File: config.mk
export PLATFORM = sky130hd
export DESIGN_NAME = rtcx_timer
export DESIGN_NICKNAME = d
export VERILOG_FILES = /design/src/rtl/rtcx_pkg.sv /design/src/rtl/rtcx_sec_counter.sv /design/src/rtl/rtcx_alarm_unit.sv /design/src/rtl/rtcx_regmap.sv /design/src/rtl/rtcx_timer.sv
export SDC_FILE = /design/constraint.sdc
export NUM_CORES = 1
export LEC_CHECK = 0
export BUFFER_PORTS_ARGS = -buffer_cell sky130_fd_sc_hd__buf_2
export CAP_MARGIN = 10
export CORE_UTILIZATION = 40
export CTS_BUF_LIST = sky130_fd_sc_hd__clkbuf_4 sky130_fd_sc_hd__clkbuf_8
export CTS_CLUSTER_SIZE = 24
export DETAILED_ROUTE_END_ITERATION = 7
export GPL_ROUTABILITY_DRIVEN = 0
export SLEW_MARGIN = 40
export SYNTH_ARGS = -nofsm -noshare
export SYNTH_HDL_FRONTEND = slang
export SYNTH_SLANG_ARGS = --single-unit
File: constraint.sdc
create_clock -name clk -period 2.85 [get_ports clk]
set_clock_uncertainty 0.15 [all_clocks]
set_input_delay 0.285 -clock clk [delete_from_list [all_inputs] [get_ports clk]]
set_output_delay 0.285 -clock clk [all_outputs]
set_load 0.005 [all_outputs]
File: src/rtl/rtcx_pkg.sv
// Package: shared constants for the seconds counter with alarms.
// Assumes word-addressed registers with byte offsets (bits 1:0 ignored).
package rtcx_pkg;
    // Width of each per-alarm configuration word
    localparam int CFG_W        = 3;
    // Bit positions within a configuration word
    localparam int CFG_ALARM_EN = 0;
    localparam int CFG_FREQ_EN  = 1;
    localparam int CFG_RATE_1HZ = 2;
    // Word indices: status first, then configuration words; time and alarms follow
    localparam int IDX_STATUS   = 0;
    localparam int IDX_CFG_BASE = 1;
endpackage

File: src/rtl/rtcx_sec_counter.sv
// Module: seconds counter. Loads on a software write, otherwise steps on tick.
// Assumes tick_i is a single-cycle pulse; a load in the same cycle wins.
module rtcx_sec_counter #(
    parameter int W = 32
) (
    input  logic         clk,
    input  logic         rst_n,
    input  logic         tick_i,
    input  logic         load_i,
    input  logic [W-1:0] load_val_i,
    output logic [W-1:0] time_o,
    output logic [W-1:0] time_next_o,
    output logic         step_o
);
    logic [W-1:0] count_q;

    // Value the counter takes on a plain tick
    assign time_next_o = count_q + W'(1);
    // A real step only happens when no load overrides the tick
    assign step_o      = tick_i && !load_i;
    assign time_o      = count_q;

    // Counter register: reset, load or increment
    always_ff @(posedge clk) begin
        if (!rst_n) begin
            count_q <= '0;
        end else if (load_i) begin
            count_q <= load_val_i;
        end else if (tick_i) begin
            count_q <= time_next_o;
        end
    end
endmodule

File: src/rtl/rtcx_alarm_unit.sv
// Module: one alarm channel: target value, configuration word, sticky event flag,
// periodic pulse and interrupt line.
// Assumes step_i is high only when the counter truly advances to time_next_i.
module rtcx_alarm_unit
    import rtcx_pkg::*;
#(
    parameter int W = 32
) (
    input  logic             clk,
    input  logic             rst_n,
    input  logic             tick_i,
    input  logic             step_i,
    input  logic [W-1:0]     time_next_i,
    input  logic             wr_cfg_i,
    input  logic             wr_alarm_i,
    input  logic             ack_i,
    input  logic [W-1:0]     wdata_i,
    output logic [CFG_W-1:0] cfg_o,
    output logic [W-1:0]     alarm_o,
    output logic             status_o,
    output logic             irq_o
);
    logic [CFG_W-1:0] cfg_q;
    logic [W-1:0]     alarm_q;
    logic             status_q;
    logic             pulse_q;
    logic             hit;

    // Match occurs on the step that lands on the target value
    assign hit = step_i && (time_next_i == alarm_q);

    // Configuration word register
    always_ff @(posedge clk) begin
        if (!rst_n) begin
            cfg_q <= '0;
        end else if (wr_cfg_i) begin
            cfg_q <= wdata_i[CFG_W-1:0];
        end
    end

    // Alarm target register
    always_ff @(posedge clk) begin
        if (!rst_n) begin
            alarm_q <= '0;
        end else if (wr_alarm_i) begin
            alarm_q <= wdata_i;
        end
    end

    // Sticky event flag: a new match beats an acknowledge in the same cycle
    always_ff @(posedge clk) begin
        if (!rst_n) begin
            status_q <= 1'b0;
        end else if (hit) begin
            status_q <= 1'b1;
        end else if (ack_i) begin
            status_q <= 1'b0;
        end
    end

    // One-cycle periodic pulse following each tick at the one-second rate
    always_ff @(posedge clk) begin
        if (!rst_n) begin
            pulse_q <= 1'b0;
        end else begin
            pulse_q <= tick_i && cfg_q[CFG_FREQ_EN] && cfg_q[CFG_RATE_1HZ];
        end
    end

    // Interrupt: latched alarm term or periodic term, each behind its enable
    assign irq_o = (status_q && cfg_q[CFG_ALARM_EN]) ||
                   (pulse_q && cfg_q[CFG_FREQ_EN]);

    assign cfg_o    = cfg_q;
    assign alarm_o  = alarm_q;
    assign status_o = status_q;
endmodule

File: src/rtl/rtcx_regmap.sv
// Module: address decode into write strobes, plus the registered read mux.
// Assumes ADDR_W >= 2; the word index is addr_i[ADDR_W-1:2].
module rtcx_regmap
    import rtcx_pkg::*;
#(
    parameter int N      = 2,
    parameter int DATA_W = 32,
    parameter int ADDR_W = 5
) (
    input  logic                  clk,
    input  logic                  rst_n,
    input  logic                  req_i,
    input  logic                  we_i,
    input  logic [ADDR_W-1:0]     addr_i,
    input  logic [DATA_W-1:0]     time_i,
    input  logic [N-1:0]          status_i,
    input  logic [N*CFG_W-1:0]    cfg_flat_i,
    input  logic [N*DATA_W-1:0]   alarm_flat_i,
    output logic                  wr_status_o,
    output logic                  wr_time_o,
    output logic [N-1:0]          wr_cfg_o,
    output logic [N-1:0]          wr_alarm_o,
    output logic [DATA_W-1:0]     rdata_o
);
    localparam int IDX_W          = ADDR_W - 2;
    localparam int IDX_TIME       = IDX_CFG_BASE + N;
    localparam int IDX_ALARM_BASE = IDX_TIME + 1;

    logic [IDX_W-1:0]  idx;
    logic              wr_en;
    logic              rd_en;
    logic [DATA_W-1:0] rd_next;
    logic [DATA_W-1:0] rdata_q;
    logic              unused_low;

    assign idx        = addr_i[ADDR_W-1:2];
    assign unused_low = ^addr_i[1:0];
    assign wr_en      = req_i && we_i;
    assign rd_en      = req_i && !we_i;

    assign wr_status_o = wr_en && (idx == IDX_W'(IDX_STATUS));
    assign wr_time_o   = wr_en && (idx == IDX_W'(IDX_TIME));

    // Per-alarm write strobes, one per register
    for (genvar g = 0; g < N; g++) begin : g_strobe
        assign wr_cfg_o[g]   = wr_en && (idx == IDX_W'(IDX_CFG_BASE + g));
        assign wr_alarm_o[g] = wr_en && (idx == IDX_W'(IDX_ALARM_BASE + g));
    end

    // Read mux; unmapped indices return zero
    always_comb begin
        rd_next = '0;
        if (idx == IDX_W'(IDX_STATUS)) begin
            rd_next[N-1:0] = status_i;
        end
        if (idx == IDX_W'(IDX_TIME)) begin
            rd_next = time_i;
        end
        for (int k = 0; k < N; k++) begin
            if (idx == IDX_W'(IDX_CFG_BASE + k)) begin
                rd_next[CFG_W-1:0] = cfg_flat_i[k*CFG_W +: CFG_W];
            end
            if (idx == IDX_W'(IDX_ALARM_BASE + k)) begin
                rd_next = alarm_flat_i[k*DATA_W +: DATA_W];
            end
        end
    end

    // Read data register, updated only on a read request
    always_ff @(posedge clk) begin
        if (!rst_n) begin
            rdata_q <= '0;
        end else if (rd_en) begin
            rdata_q <= rd_next;
        end
    end

    assign rdata_o = rdata_q;
endmodule

File: src/rtl/rtcx_timer.sv
// Module: top of the seconds counter with alarm channels.
// Assumes NUM_ALARMS alarms laid out as status, configuration words, time, alarm values.
module rtcx_timer
    import rtcx_pkg::*;
#(
    parameter int NUM_ALARMS = 2,
    parameter int DATA_W     = 32,
    parameter int ADDR_W     = 5
) (
    input  logic                  clk,
    input  logic                  rst_n,
    input  logic                  tick_i,
    input  logic                  req_i,
    input  logic                  we_i,
    input  logic [ADDR_W-1:0]     addr_i,
    input  logic [DATA_W-1:0]     wdata_i,
    output logic [DATA_W-1:0]     rdata_o,
    output logic [NUM_ALARMS-1:0] irq_o
);
    logic [DATA_W-1:0]              time_q;
    logic [DATA_W-1:0]              time_next;
    logic                           step;
    logic                           wr_status;
    logic                           wr_time;
    logic [NUM_ALARMS-1:0]          wr_cfg;
    logic [NUM_ALARMS-1:0]          wr_alarm;
    logic [NUM_ALARMS-1:0]          status_q;
    logic [NUM_ALARMS*CFG_W-1:0]    cfg_flat;
    logic [NUM_ALARMS*DATA_W-1:0]   alarm_flat;

    rtcx_regmap #(.N(NUM_ALARMS), .DATA_W(DATA_W), .ADDR_W(ADDR_W)) u_regmap (
        .clk          (clk),
        .rst_n        (rst_n),
        .req_i        (req_i),
        .we_i         (we_i),
        .addr_i       (addr_i),
        .time_i       (time_q),
        .status_i     (status_q),
        .cfg_flat_i   (cfg_flat),
        .alarm_flat_i (alarm_flat),
        .wr_status_o  (wr_status),
        .wr_time_o    (wr_time),
        .wr_cfg_o     (wr_cfg),
        .wr_alarm_o   (wr_alarm),
        .rdata_o      (rdata_o)
    );

    rtcx_sec_counter #(.W(DATA_W)) u_counter (
        .clk         (clk),
        .rst_n       (rst_n),
        .tick_i      (tick_i),
        .load_i      (wr_time),
        .load_val_i  (wdata_i),
        .time_o      (time_q),
        .time_next_o (time_next),
        .step_o      (step)
    );

    // One alarm channel per index; acknowledge bit g clears channel g
    for (genvar g = 0; g < NUM_ALARMS; g++) begin : g_alarm
        rtcx_alarm_unit #(.W(DATA_W)) u_alarm (
            .clk         (clk),
            .rst_n       (rst_n),
            .tick_i      (tick_i),
            .step_i      (step),
            .time_next_i (time_next),
            .wr_cfg_i    (wr_cfg[g]),
            .wr_alarm_i  (wr_alarm[g]),
            .ack_i       (wr_status && wdata_i[g]),
            .wdata_i     (wdata_i),
            .cfg_o       (cfg_flat[g*CFG_W +: CFG_W]),
            .alarm_o     (alarm_flat[g*DATA_W +: DATA_W]),
            .status_o    (status_q[g]),
            .irq_o       (irq_o[g])
        );
    end
endmodule

# Yosys cells after proc, flatten, opt, wreduce, memory -nomap -nowiden
# Index checks and enable logic that the tools add are counted.
totals:
  register_bits: 138
  inputBits: 42
  output_inout_bits: 34
  wordCells: 59
classes:
  n_addsub: 1
  eq_ne: 7
  mux: 12
  reduce_logical: 29
ops:
  columns: ["op", "count"]
  rows:
  - ["$mux 32", 5]
  - ["$eq 32x32->1", 2]
  - ["$add 32x1->32 const B", 1]
  - ["$logic_and 1x1->1", 21]
  - ["$eq 3x2->1 const B", 2]
  - ["$eq 3x3->1 const B", 2]
  - ["$mux 3", 2]
  - ["$reduce_bool 2->1", 3]
  - ["$mux 1", 4]
  - ["$eq 3x1->1 const B", 1]
  - ["$logic_not 3->1", 1]
  - ["$logic_not 1->1", 2]
  - ["$logic_or 1x1->1", 2]
  - ["$mux 2", 1]

# Logic depth before layout (Yosys ltp)
# Gate-level depths: netlist of the first run.
depth:
  word_depth: 7
  depth_mapped: 9
  ltp_nobuf: 8

# Hierarchy
# A second synthesis of the first run with hierarchy kept.
unflattened:
  cells_unflattened: 872
  hier_area_um2: 7917.6
modules_own_cells:
  columns: ["mod", "instances", "cells_per_inst", "area_per_inst_um2", "seq_area_each_um2"]
  rows:
  - ["rtcx_alarm_unit", 2, 162, 1722.9, 740.7]
  - ["rtcx_sec_counter", 1, 326, 2428.6, 640.6]
  - ["rtcx_regmap", 1, 220, 2030.7, 640.6]
  - ["rtcx_timer", 1, 2, 12.5, 0.0]

# Worst setup path before layout of the first run
# OpenSTA, ideal clock, no wires.
synth_timing:
  path_kind: "register -> register"
  start: "register u_counter.count_q[8], in the netlist u_counter.time_o[8]"
  end: "register g_alarm[1].u_alarm.status_q"
  setup_ps: 84
  arrival_ps: 2643
  required_time_ps: 2616
  path_slack_ps: -28
  path_stages_with_launch: 9
  n_path_buf: 1
  period_less_slack_ps: 2878
  path_cell_list: "dfxtp_1 -> clkbuf_1 -> and4_1 -> or3b_2 -> nor4_1 -> xnor2_1 -> nand4_1 -> or4_1 -> o31ai_2"
synth_between:
  elab_chain_len: 4
  word_cells_on_any_way: 5
synth_rtl:
  columns: ["element", "line_no", "rtl"]
  rows:
  - ["from (decl)", "rtcx_sec_counter.sv:15", "logic [W-1:0] count_q;"]
  - ["from (signal assigned)", "rtcx_sec_counter.sv:28", "count_q <= load_val_i;"]
  - ["from (signal assigned)", "rtcx_sec_counter.sv:30", "count_q <= time_next_o;"]
  - ["$add 32x1->32 *", "rtcx_sec_counter.sv:18", "assign time_next_o = count_q + W'(1);"]
  - ["$eq 32x32->1 *", "rtcx_alarm_unit.sv:30", "assign hit = step_i && (time_next_i == alarm_q);"]
  - ["$logic_and 1x1->1 *", "rtcx_alarm_unit.sv:30", null]
  - ["$mux 1 / $reduce_bool 2->1 (equally long branches)", null, null]
  - ["to (signal assigned)", "rtcx_alarm_unit.sv:53", "status_q <= 1'b0;"]
  - ["to (signal assigned)", "rtcx_alarm_unit.sv:55", "status_q <= 1'b1;"]
  - ["to (signal assigned)", "rtcx_alarm_unit.sv:57", "status_q <= 1'b0;"]
  - ["to (decl)", "rtcx_alarm_unit.sv:25", "logic status_q;"]
# Every way passes the cells marked *; elsewhere a longest branch is shown, timed or not.
# A chain may end at the register's enable or synchronous reset.

# Worst setup path after layout of the first run
layout_timing:
  start: "register u_counter.count_q[11], in the netlist u_counter.time_o[11]"
  end: "register g_alarm[1].u_alarm.status_q"
# Same word-level chain as after synthesis.

==> results of run 1 <==
## sequential cells by signal, summed over array words and instances, names as in the netlist
register                  cells
u_counter.time_o             32
g_alarm.u_alarm.pulse_q       2
g_alarm.u_alarm.cfg_o         6
u_regmap.rdata_o             32
g_alarm.u_alarm.status_o      2
g_alarm.u_alarm.alarm_o      64
## worst max-delay path: cells and delay by family, from the launching register on
| kind | cells | cell delay [ns] |
|---|---|---|
| simple gates | 5 | 1.46 |
| buf+inv | 2 | 0.41 |
| flops | 1 | 0.33 |
| compound gates | 1 | 0.23 |
| xor+xnor | 1 | 0.15 |
## per-layer routing
metal	global-route usage	vias to the layer above	wire length (um)
met1	0.3222	3743	11130
met4	0.07922	0	568
met3	0.04936	47	1693
li1	-	3880	-
met2	0.4251	257	12440
met5	0	-	0
## logic make-up after synthesis
kind of cell	Yosys count	synth area share
AND/OR/NAND/NOR	440	0.2548
XOR/XNOR	111	0.1331
buffers and inverters	106	0.05841
adder cells (fa/ha/maj)	1	0.001537
multiplexers	36	0.04857
flip-flops	138	0.3394
AO/OA/AOI/OAI	202	0.1642
## cell type report
cell class	instances	area share
Sequential cell	138	0.2763
Clock buffer	24	0.03153
Inverter	12	0.004717
Clock inverter	8	0.008937
Timing Repair Buffer	200	0.1409
Multi-Input combinational cell	790	0.5047
Tap cell	265	0.03289
## Yosys cell counts (10+ instances only)
cell	n	area (um^2)
nand4_1	18	112.6
nor3_1	44	220.2
a221oi_1	29	254.0
dfxtp_1	138	2763
clkbuf_1	66	247.7
nand3_1	19	95.09
nor4_1	10	62.56
xnor2_1	70	613.1
nand2_1	189	709.4
xor2_1	33	289.0
mux2_2	28	315.3
nor2_1	98	367.9
inv_1	11	41.29
a211oi_1	33	247.7
o21ai_0	16	80.08
a21oi_1	81	405.4
buf_4	10	75.07
## repair_timing
item,in CTS,in global routing
setup buffers,0,11
endpoints found under the setup margin,2,2
pin swaps,1,14
gates resized for setup,5,43
endpoints found under the hold margin,95,0
hold buffers,32,0
## path summary, 6_finish.rpt
kind / endpoint / slack [ns] / cells after the start
setup reg to reg: g_alarm[1].u_alarm.status_o / 0.03 / 9
setup / recovery: g_alarm[1].u_alarm.status_o / 0.03 / 9
hold reg to reg: g_alarm[0].u_alarm.pulse_q / 0.30 / 2
hold / removal: g_alarm[0].u_alarm.pulse_q / 0.009 / 3
## power breakdown
part / switching [W] / total, W / internal [W]
sequential: 0.0000449 / 0.00202 / 0.00198
clock: 0.000778 / 0.00168 / 0.000905
combinational: 0.000297 / 0.000534 / 0.000237
## per-stage QoR
step           hold slack [ns]  cells  setup TNS (ns)
6_report              0.009275   1437               0
5_1_grt               0.009508   1437        -0.03811
4_1_cts               0.001513   1426               0
3_5_place_dp            0.2885   1362         -0.1384
3_3_place_gp            0.2855   1362         -0.1023
2_1_floorplan           0.2695   1034               0
==> results_dict.tcl, run 1 <==
set metrics [dict create \
    rsz0062_at_grt "true" \
    setup_viol 0 \
    holdCritStartpoint "tick_i" \
    grt-ovfl-total 0 \
    end_kind "flop" \
    antenna_cells 0 \
    grt_pass1_wl_um 39920 \
    finalWirelength_um 25830 \
    ys_async_sr_fraction 0 \
    cap_viol_max_count 0 \
    p_leak_nw 3.830 \
    fp.dieArea_um2 20930 \
    clockBufferDepth 2 \
    vias_per_cell 5.516 \
    cp.required_ns 3.09 \
    hold_class "input pin to flop" \
    coreArea_um2 19720 \
    fmax_mhz 354.8 \
    setup_slack_ns 0.03148 \
    multi_input_area_um2 5087 \
    initial_core_util 0.4128 \
    critical_path_class "flop to flop" \
    hold_violations 0 \
    crit_path_cell_trace "nand4_1 > buf_4 > nor4_4 > buf_4 > nand2_4 > xnor2_2 > or3_1 > or4_4 > o31ai_4" \
    finalCritPeriodShare 0.9890 \
    post-place-ws_ns -0.1070 \
    r2r-start "u_counter.time_o[11]" \
    syn_nets 1077 \
    die_y_um 144.7 \
    synth_edf_count 0 \
    vias 7927 \
    ff_latch_area_um2 2785 \
    antenna_found_initial 0 \
    layout_commonest_cell "nand2_1" \
    cts_inserted_buffers 17 \
    worstPathMaxFanout 3 \
    fill_cells 1937 \
    layout_common_cells "188 x nand2_1, 124 x dfxtp_1, 96 x nor2_1, 90 x buf_4, 81 x a21oi_1" \
    clock-root-buffer "clkbuf_8" \
    hpwl_um 18320 \
    synth-seq-cells 138 \
    status "finished, final reports clean" \
    clk_pin_slew_ns 0.08 \
    final_cell_area_um2 10080 \
    crit_top_cell "buf_4" \
    tightest_slew_ns 0.6899 \
    antenna_left 0 \
    drive_gt1_frac 0.2381 \
    wire_per_inst_um 17.98 \
    drc 0 \
    drt_first_pass_iters 5 \
    yosys.cell_types.count 69 \
    drt_iter0_markers 623 \
    ys_seq_area_frac 0.3394 \
    max_stage_delay_ns 0.54 \
    ys_warn_count 0 \
    die_w_um 144.7 \
    postSynthAreaPerCell_um2 7.873 \
    vdd_drop_max_uv 316.9 \
    power_density_nw_per_um2 420.7 \
    syn_inst 1034 \
    rows 51 \
    nets 1202 \
    htree_levels 4 \
    min_period_ns 2.819 \
    grt_pass1_vias 7264 \
    postPlaceCellArea_um2 9071 \
    startpoint "u_counter.time_o[11]" \
    slew_viol_final 0 \
    cts.sink_count 138 \
    worst_skew_pair.late_latency_ns 0.47 \
    grt_max_degree 65 \
    slowest_stage "or4_4" \
    slew-limit-headroom 0.5401 \
    synth_ff_type "dfxtp_1" \
    track_usage 0.2520 \
    cp.arrival_ns 3.05 \
    worstSetupStartpointType "flop" \
    final_util 0.5112 \
    io_pins 76 \
    io_buffers 73 \
    syn_area_um2 8140 \
    power_w 0.004240 \
    cts_tree "yes" \
    area_delta_synth_final_pct 23.82 \
]
Note: power is estimated with default switching activity, not from simulation.
==> run 2, diff against run 1 <==
--- a/config.mk
+++ b/config.mk
@@ -12,7 +12,8 @@
 export CTS_CLUSTER_SIZE = 24
 export DETAILED_ROUTE_END_ITERATION = 7
 export GPL_ROUTABILITY_DRIVEN = 0
-export SLEW_MARGIN = 40
+export GPL_TIMING_DRIVEN = 0
+export SLEW_MARGIN = 20
 export SYNTH_ARGS = -nofsm -noshare
 export SYNTH_HDL_FRONTEND = slang
 export SYNTH_SLANG_ARGS = --single-unit
==> results_dict.tcl, run 2 (synthesized netlist as in run 1, its figures left out) <==
set metrics [dict create \
    critical_path_class "flop to flop" \
    cts.sink_count 138 \
    power.switching_w 0.001176 \
    intPower_w 0.003131 \
    layout_commonest_cell "nand2_1" \
    grt_pass1_vias 7687 \
    postPlaceCellArea_um2 8840 \
    drive_gt1_frac 0.1876 \
    clk_pin_slew_ns 0.08 \
    die_y_um 144.7 \
    max_stage_delay_ns 0.55 \
    rows 51 \
    coreArea_um2 19720 \
    grt_use_met3 0.05923 \
    worst_skew_pair.late_latency_ns 0.47 \
    rsz0062_at_grt "true" \
    p_seq_frac 0.468 \
    setup_viol 1 \
    p_sw_frac 0.2731 \
    min_period_ns 2.903 \
    failed_checks "setup timing" \
    io_pins 76 \
    combPwrFrac 0.128 \
    finalCritPeriodShare 1.019 \
    slowest_stage "or4_4" \
    fmax_mhz 344.4 \
    die_w_um 144.7 \
    grt_use_met1 0.3593 \
    area_delta_synth_final_pct 22.55 \
    htree_levels 4 \
    dp_cells 1371 \
    slew-limit-headroom 0.4047 \
    cts_inserted_buffers 17 \
    wire_per_inst_um 19.78 \
    r2r_cells 9 \
    hold_end "g_alarm[0].u_alarm.status_o" \
    antenna_found_initial 0 \
    clockBufferDepth 2 \
    crit_buf_inv 2 \
    cp.required_ns 3.08 \
    worstSetupStartpointType "flop" \
    cts_tree "yes" \
    slew_viol_final 0 \
    r2r_setup_slack_ns -0.05 \
    hold_path_depth 3 \
    crit_path_cell_trace "buf_6 > nand4_4 > or4_4 > buf_6 > o211ai_2 > o2111ai_1 > or3_1 > or4_4 > o31ai_2" \
    cap_viol_max_count 0 \
    fp.dieArea_um2 20930 \
    status "complete, but fails checks" \
    vdd_drop_max_uv 339.5 \
    p_leak_nw 3.678 \
    use_met2 0.4658 \
    p_clk_frac 0.403 \
    critical_path.top_delay_family "simple AND/OR/NAND/NOR gates" \
    r2r-start "u_counter.time_o[3]" \
    grt_pass1_wl_um 43840 \
    initial_core_util 0.4128 \
    hpwl_um 20580 \
    grt_max_degree 17 \
    antenna_cells 0 \
    startpoint "u_counter.time_o[3]" \
    nets 1226 \
    hold_class "input pin to flop" \
    tightest_slew_ns 0.8929 \
    end_kind "flop" \
    layout_common_cells "188 x nand2_1, 136 x dfxtp_1, 96 x nor2_1, 81 x a21oi_1, 78 x buf_2" \
    vias 8226 \
    timing.rr.end "g_alarm[1].u_alarm.status_o" \
    worstPathMaxFanout 10 \
    antenna_left 0 \
    io_buffers 72 \
    drt_iter0_markers 661 \
    track_usage 0.2833 \
    drc 0 \
    fin_hold_ws_ns 0.02598 \
    holdCritStartpoint "rst_n" \
    vias_per_cell 5.638 \
    gr-max-usage-layer "met2" \
    fin_cells 1459 \
    cp.arrival_ns 3.14 \
    drt_first_pass_iters 7 \
    clock-root-buffer "clkbuf_8" \
    final_cell_area_um2 9976 \
    setup_slack_ns -0.05343 \
    largest_reg_flops 64 \
    hold_violations 0 \
    grt-ovfl-total 0 \
    finalWirelength_um 28860 \
    power_density_nw_per_um2 431.8 \
]
==> run 2: per-stage QoR <==
stage	worst slack, ns	TNS [ns]	util	power, W
after floorplan	0.04726	0	-	0.002352
after global placement	-0.4901	-0.9661	0.4483	0.002549
after detailed placement	-0.5205	-0.9840	0.4483	0.002554
after CTS	-0.01306	-0.01306	0.5003	0.004302
after global routing	-0.09220	-0.1050	0.5059	0.004440
final	-0.05343	-0.05343	0.5059	0.004307
==> run 2: worst min-delay path, stage by stage <==
cell and delay, ns:
buf_2 0.15, nand3_1 0.10, o31ai_1 0.06
==> run 2: power groups by stage <==
stage	sequential, W	clock (W)	combinational (W)
after floorplan	0.00205	0	0.000299
after global placement	0.00206	0	0.000492
after detailed placement	0.00206	0	0.000496
after CTS	0.00202	0.00174	0.000543
after global routing	0.00202	0.00182	0.000598
final	0.00202	0.00174	0.000551
==> run 2: layout make-up <==
class	instances	area, um^2
Inverter	12	45.04
Clock buffer	22	284.0
Multi-Input combinational cell	790	5074
Buffer	90	450.4
Tap cell	265	331.6
Sequential cell	138	2765
Clock inverter	8	120.1
Fill cell	1996	9742
Timing Repair Buffer	134	905.9
==> run 2: how the worst max path moves through the flow <==
stage | to | depth (start not counted)
floorplan | g_alarm[1].u_alarm.status_o | 9
global placement | g_alarm[1].u_alarm.status_o | 9
detailed placement | g_alarm[1].u_alarm.status_o | 8
CTS | g_alarm[1].u_alarm.status_o | 9
global route | g_alarm[1].u_alarm.status_o | 9
finish | g_alarm[1].u_alarm.status_o | 9
==> run 2: routing by layer <==
layer	vias up	part of all wire	wire, um
li1	3926	-	-
met1	3934	0.44	12570
met2	297	0.47	13420
met3	69	0.066	1896
met4	0	0.034	971
met5	-	0	0
==> run 2: what timing repair did <==
action,in CTS,in global routing
endpoints found under the setup margin,3,2
hold buffers,32,0
endpoints found under the hold margin,96,0
pin swaps,9,5
setup buffers,17,13
gates resized for setup,40,8
==> run 3, diff against run 2 <==
--- a/config.mk
+++ b/config.mk
@@ -5,6 +5,7 @@
 export SDC_FILE = /design/constraint.sdc
 export NUM_CORES = 1
 export LEC_CHECK = 0
+export ABC_AREA = 1
 export BUFFER_PORTS_ARGS = -buffer_cell sky130_fd_sc_hd__buf_2
 export CAP_MARGIN = 10
 export CORE_UTILIZATION = 40
==> results_dict.tcl, run 3 <==
set metrics [dict create \
    combPwrFrac 0.110 \
    grt_pass1_wl_um 45840 \
    drt_first_pass_iters 5 \
    cp.arrival_ns 2.87 \
    hold_violations 0 \
    track_usage 0.2996 \
    fin_hold_ws_ns 0.007502 \
    rsz0062_at_grt "false" \
    htree_levels 4 \
    vdd_drop_max_uv 307.9 \
    antenna_cells 0 \
    antenna_left 0 \
    power_density_nw_per_um2 455.6 \
    clock-root-buffer "clkbuf_8" \
    fmax_mhz 371.9 \
    worstPathMaxFanout 10 \
    coreArea_um2 19650 \
    drive_gt1_frac 0.1228 \
    synth_edf_count 0 \
    setup_viol 0 \
    dp_cells 1595 \
    drc 0 \
    cts_tree "yes" \
    ys_warn_count 0 \
    syn_nets 1301 \
    critical_path_class "input pin to flop" \
    fin_cells 1658 \
    io_buffers 72 \
    initial_core_util 0.4114 \
    area_delta_synth_final_pct 18.07 \
    grt-ovfl-total 0 \
    r2r_setup_slack_ns 0.21 \
    cp.required_ns 3.03 \
    largest_reg_flops 64 \
    critical_path.top_delay_family "buffers and inverters" \
    syn_inst 1258 \
    ys_async_sr_fraction 0 \
    vias 8942 \
    layout_commonest_cell "nand2_1" \
    nets 1423 \
    synth.top_cell.area_share 0.3417 \
    die_y_um 144.2 \
    synth.most_common_cell "nand2_1" \
    slew_viol_final 0 \
    grt_pass1_vias 8348 \
    worstSetupStartpointType "input pin" \
    crit_top_cell "inv_1" \
    clockBufferDepth 2 \
    slowest_stage "nor2_2" \
    ys_seq_area_frac 0.3417 \
    vias_per_cell 5.393 \
    die_w_um 144.2 \
    rows 51 \
    status "finished, final reports clean" \
    syn_area_um2 8085 \
    yosysTopAreaCell "dfxtp_1" \
    yosys.cell_types.count 39 \
    drt_iter0_markers 869 \
    p_clk_frac 0.424 \
    synth-seq-cells 138 \
    end_kind "flop" \
    intPower_w 0.003187 \
    synth_ff_type "dfxtp_1" \
    crit_buf_inv 5 \
    p_leak_nw 3.898 \
    yosys-top-cells-count "386 x nand2_1, 141 x nand3_1, 138 x dfxtp_1" \
    min_period_ns 2.689 \
    max_stage_delay_ns 0.61 \
    hpwl_um 21910 \
    io_pins 76 \
    power.switching_w 0.001163 \
    cts.sink_count 138 \
    slew-limit-headroom 0.2390 \
    antenna_found_initial 0 \
    ys_top_cells_by_area "dfxtp_1 34%, nand2_1 18%, nand3_1 8.7%, o21ai_0 6.2%, inv_1 5.5%" \
    worst_skew_pair.late_latency_ns 0.47 \
    postSynthAreaPerCell_um2 6.427 \
    post_cts.repair.setup_buffers 0 \
    cap_viol_max_count 0 \
    clk_pin_slew_ns 0.08 \
    tightest_slew_ns 1.137 \
    fp.dieArea_um2 20790 \
    cts_inserted_buffers 17 \
    finalWirelength_um 30090 \
    grt_max_degree 17 \
    hold_class "input pin to flop" \
    p_sw_frac 0.2673 \
    finalCritPeriodShare 0.9434 \
    wire_per_inst_um 18.15 \
    layout_common_cells "386 x nand2_1, 141 x nand3_1, 137 x dfxtp_1, 118 x inv_1, 106 x nor2_1" \
    crit_path_cell_trace "buf_2 > inv_1 > nor3_2 > inv_1 > nor2_2 > clkinvlp_4 > clkbuf_1 > o21ai_0 > a21oi_1" \
    p_seq_frac 0.466 \
]
==> run 3: cell types whose count changed in the layout (fill, tap and decap cells not counted), moves of 24 or more <==
cell	previous run	this run
nand2_1	188	386
nand3_1	18	141
inv_1	11	118
o21ai_0	15	100
xnor2_1	70	1
nor3_1	41	2
a211oi_1	33	0
buf_4	37	4
a221oi_1	29	0
a41oi_1	0	29
xor2_1	33	4
mux2_2	28	0
a31oi_1	6	30
==> run 3: layout make-up <==
cell class	count	area (um^2)
repair buffers	103	670.6
well taps	265	331.6
clock inverters	6	107.6
flip-flops and latches	138	2764
clock buffers	26	339.1
plain buffers	53	222.7
fillers	2133	10110
inverters	126	476.7
multi-input cells	941	4634
==> run 3: cell families after synthesis <==
family | synth area share
XOR/XNOR | 0.02228
adder cells (fa/ha/maj) | 0.001547
flip-flops | 0.3417
AND/OR/NAND/NOR | 0.3808
AO/OA/AOI/OAI | 0.1676
buffers and inverters | 0.08604
==> run 3: power groups by stage <==
stage	clock network (W)	logic, W	registers [W]
after floorplan	0	0.000243	0.00206
after global placement	0	0.000437	0.00207
after detailed placement	0	0.000437	0.00207
after CTS	0.00186	0.000472	0.00203
after global routing	0.00194	0.000524	0.00204
final	0.00184	0.000478	0.00203
==> run 3: worst paths after layout <==
path                                                 endpoint                        start  cells past startpoint
worst max-delay path            g_alarm[1].u_alarm.alarm_o[8]                    addr_i[2]                      9
worst min-delay path            g_alarm[0].u_alarm.alarm_o[0]                   wdata_i[0]                      3
worst max register to register    g_alarm[1].u_alarm.status_o          u_counter.time_o[0]                     14
worst min register to register     g_alarm[0].u_alarm.pulse_q  g_alarm[0].u_alarm.cfg_o[2]                      2
==> run 3: repair_timing <==
| item | 4_1_cts | 5_1_grt |
|---|---|---|
| gates resized for setup | 0 | 5 |
| hold buffers | 31 | 0 |
| endpoints found under the setup margin | 0 | 3 |
| hold endpoints to repair | 77 | 0 |
==> run 3: stage by stage <==
| step | setup TNS (ns) | total power, W | worst slack (ns) | utilization | cell area [um^2] |
|---|---|---|---|---|---|
| after floorplan | 0 | 0.002307 | 0.8145 | - | 8085 |
| after global placement | -6.397 | 0.002509 | -0.2673 | 0.4466 | 8777 |
| after detailed placement | -6.137 | 0.002509 | -0.2411 | 0.4466 | 8777 |
| after CTS | 0 | 0.004358 | 0.1516 | 0.4851 | 9534 |
| after global routing | 0 | 0.004500 | 0.02160 | 0.4857 | 9547 |
| final | 0 | 0.004350 | 0.1613 | 0.4857 | 9547 |
==> run 3: tightest hold or removal path, stage by stage <==
cell	delay (ns)
buf_2	0.12
o21ai_0	0.08
a21oi_1	0.10
==> run 3: layer usage <==
layer  up-vias  global-route usage  wire [um]
met3        69             0.05563       2347
met5         -                   0          0
met4         0              0.1529       1338
li1       4387                   -          -
met2       378              0.4635      13080
met1      4108              0.3968      13320
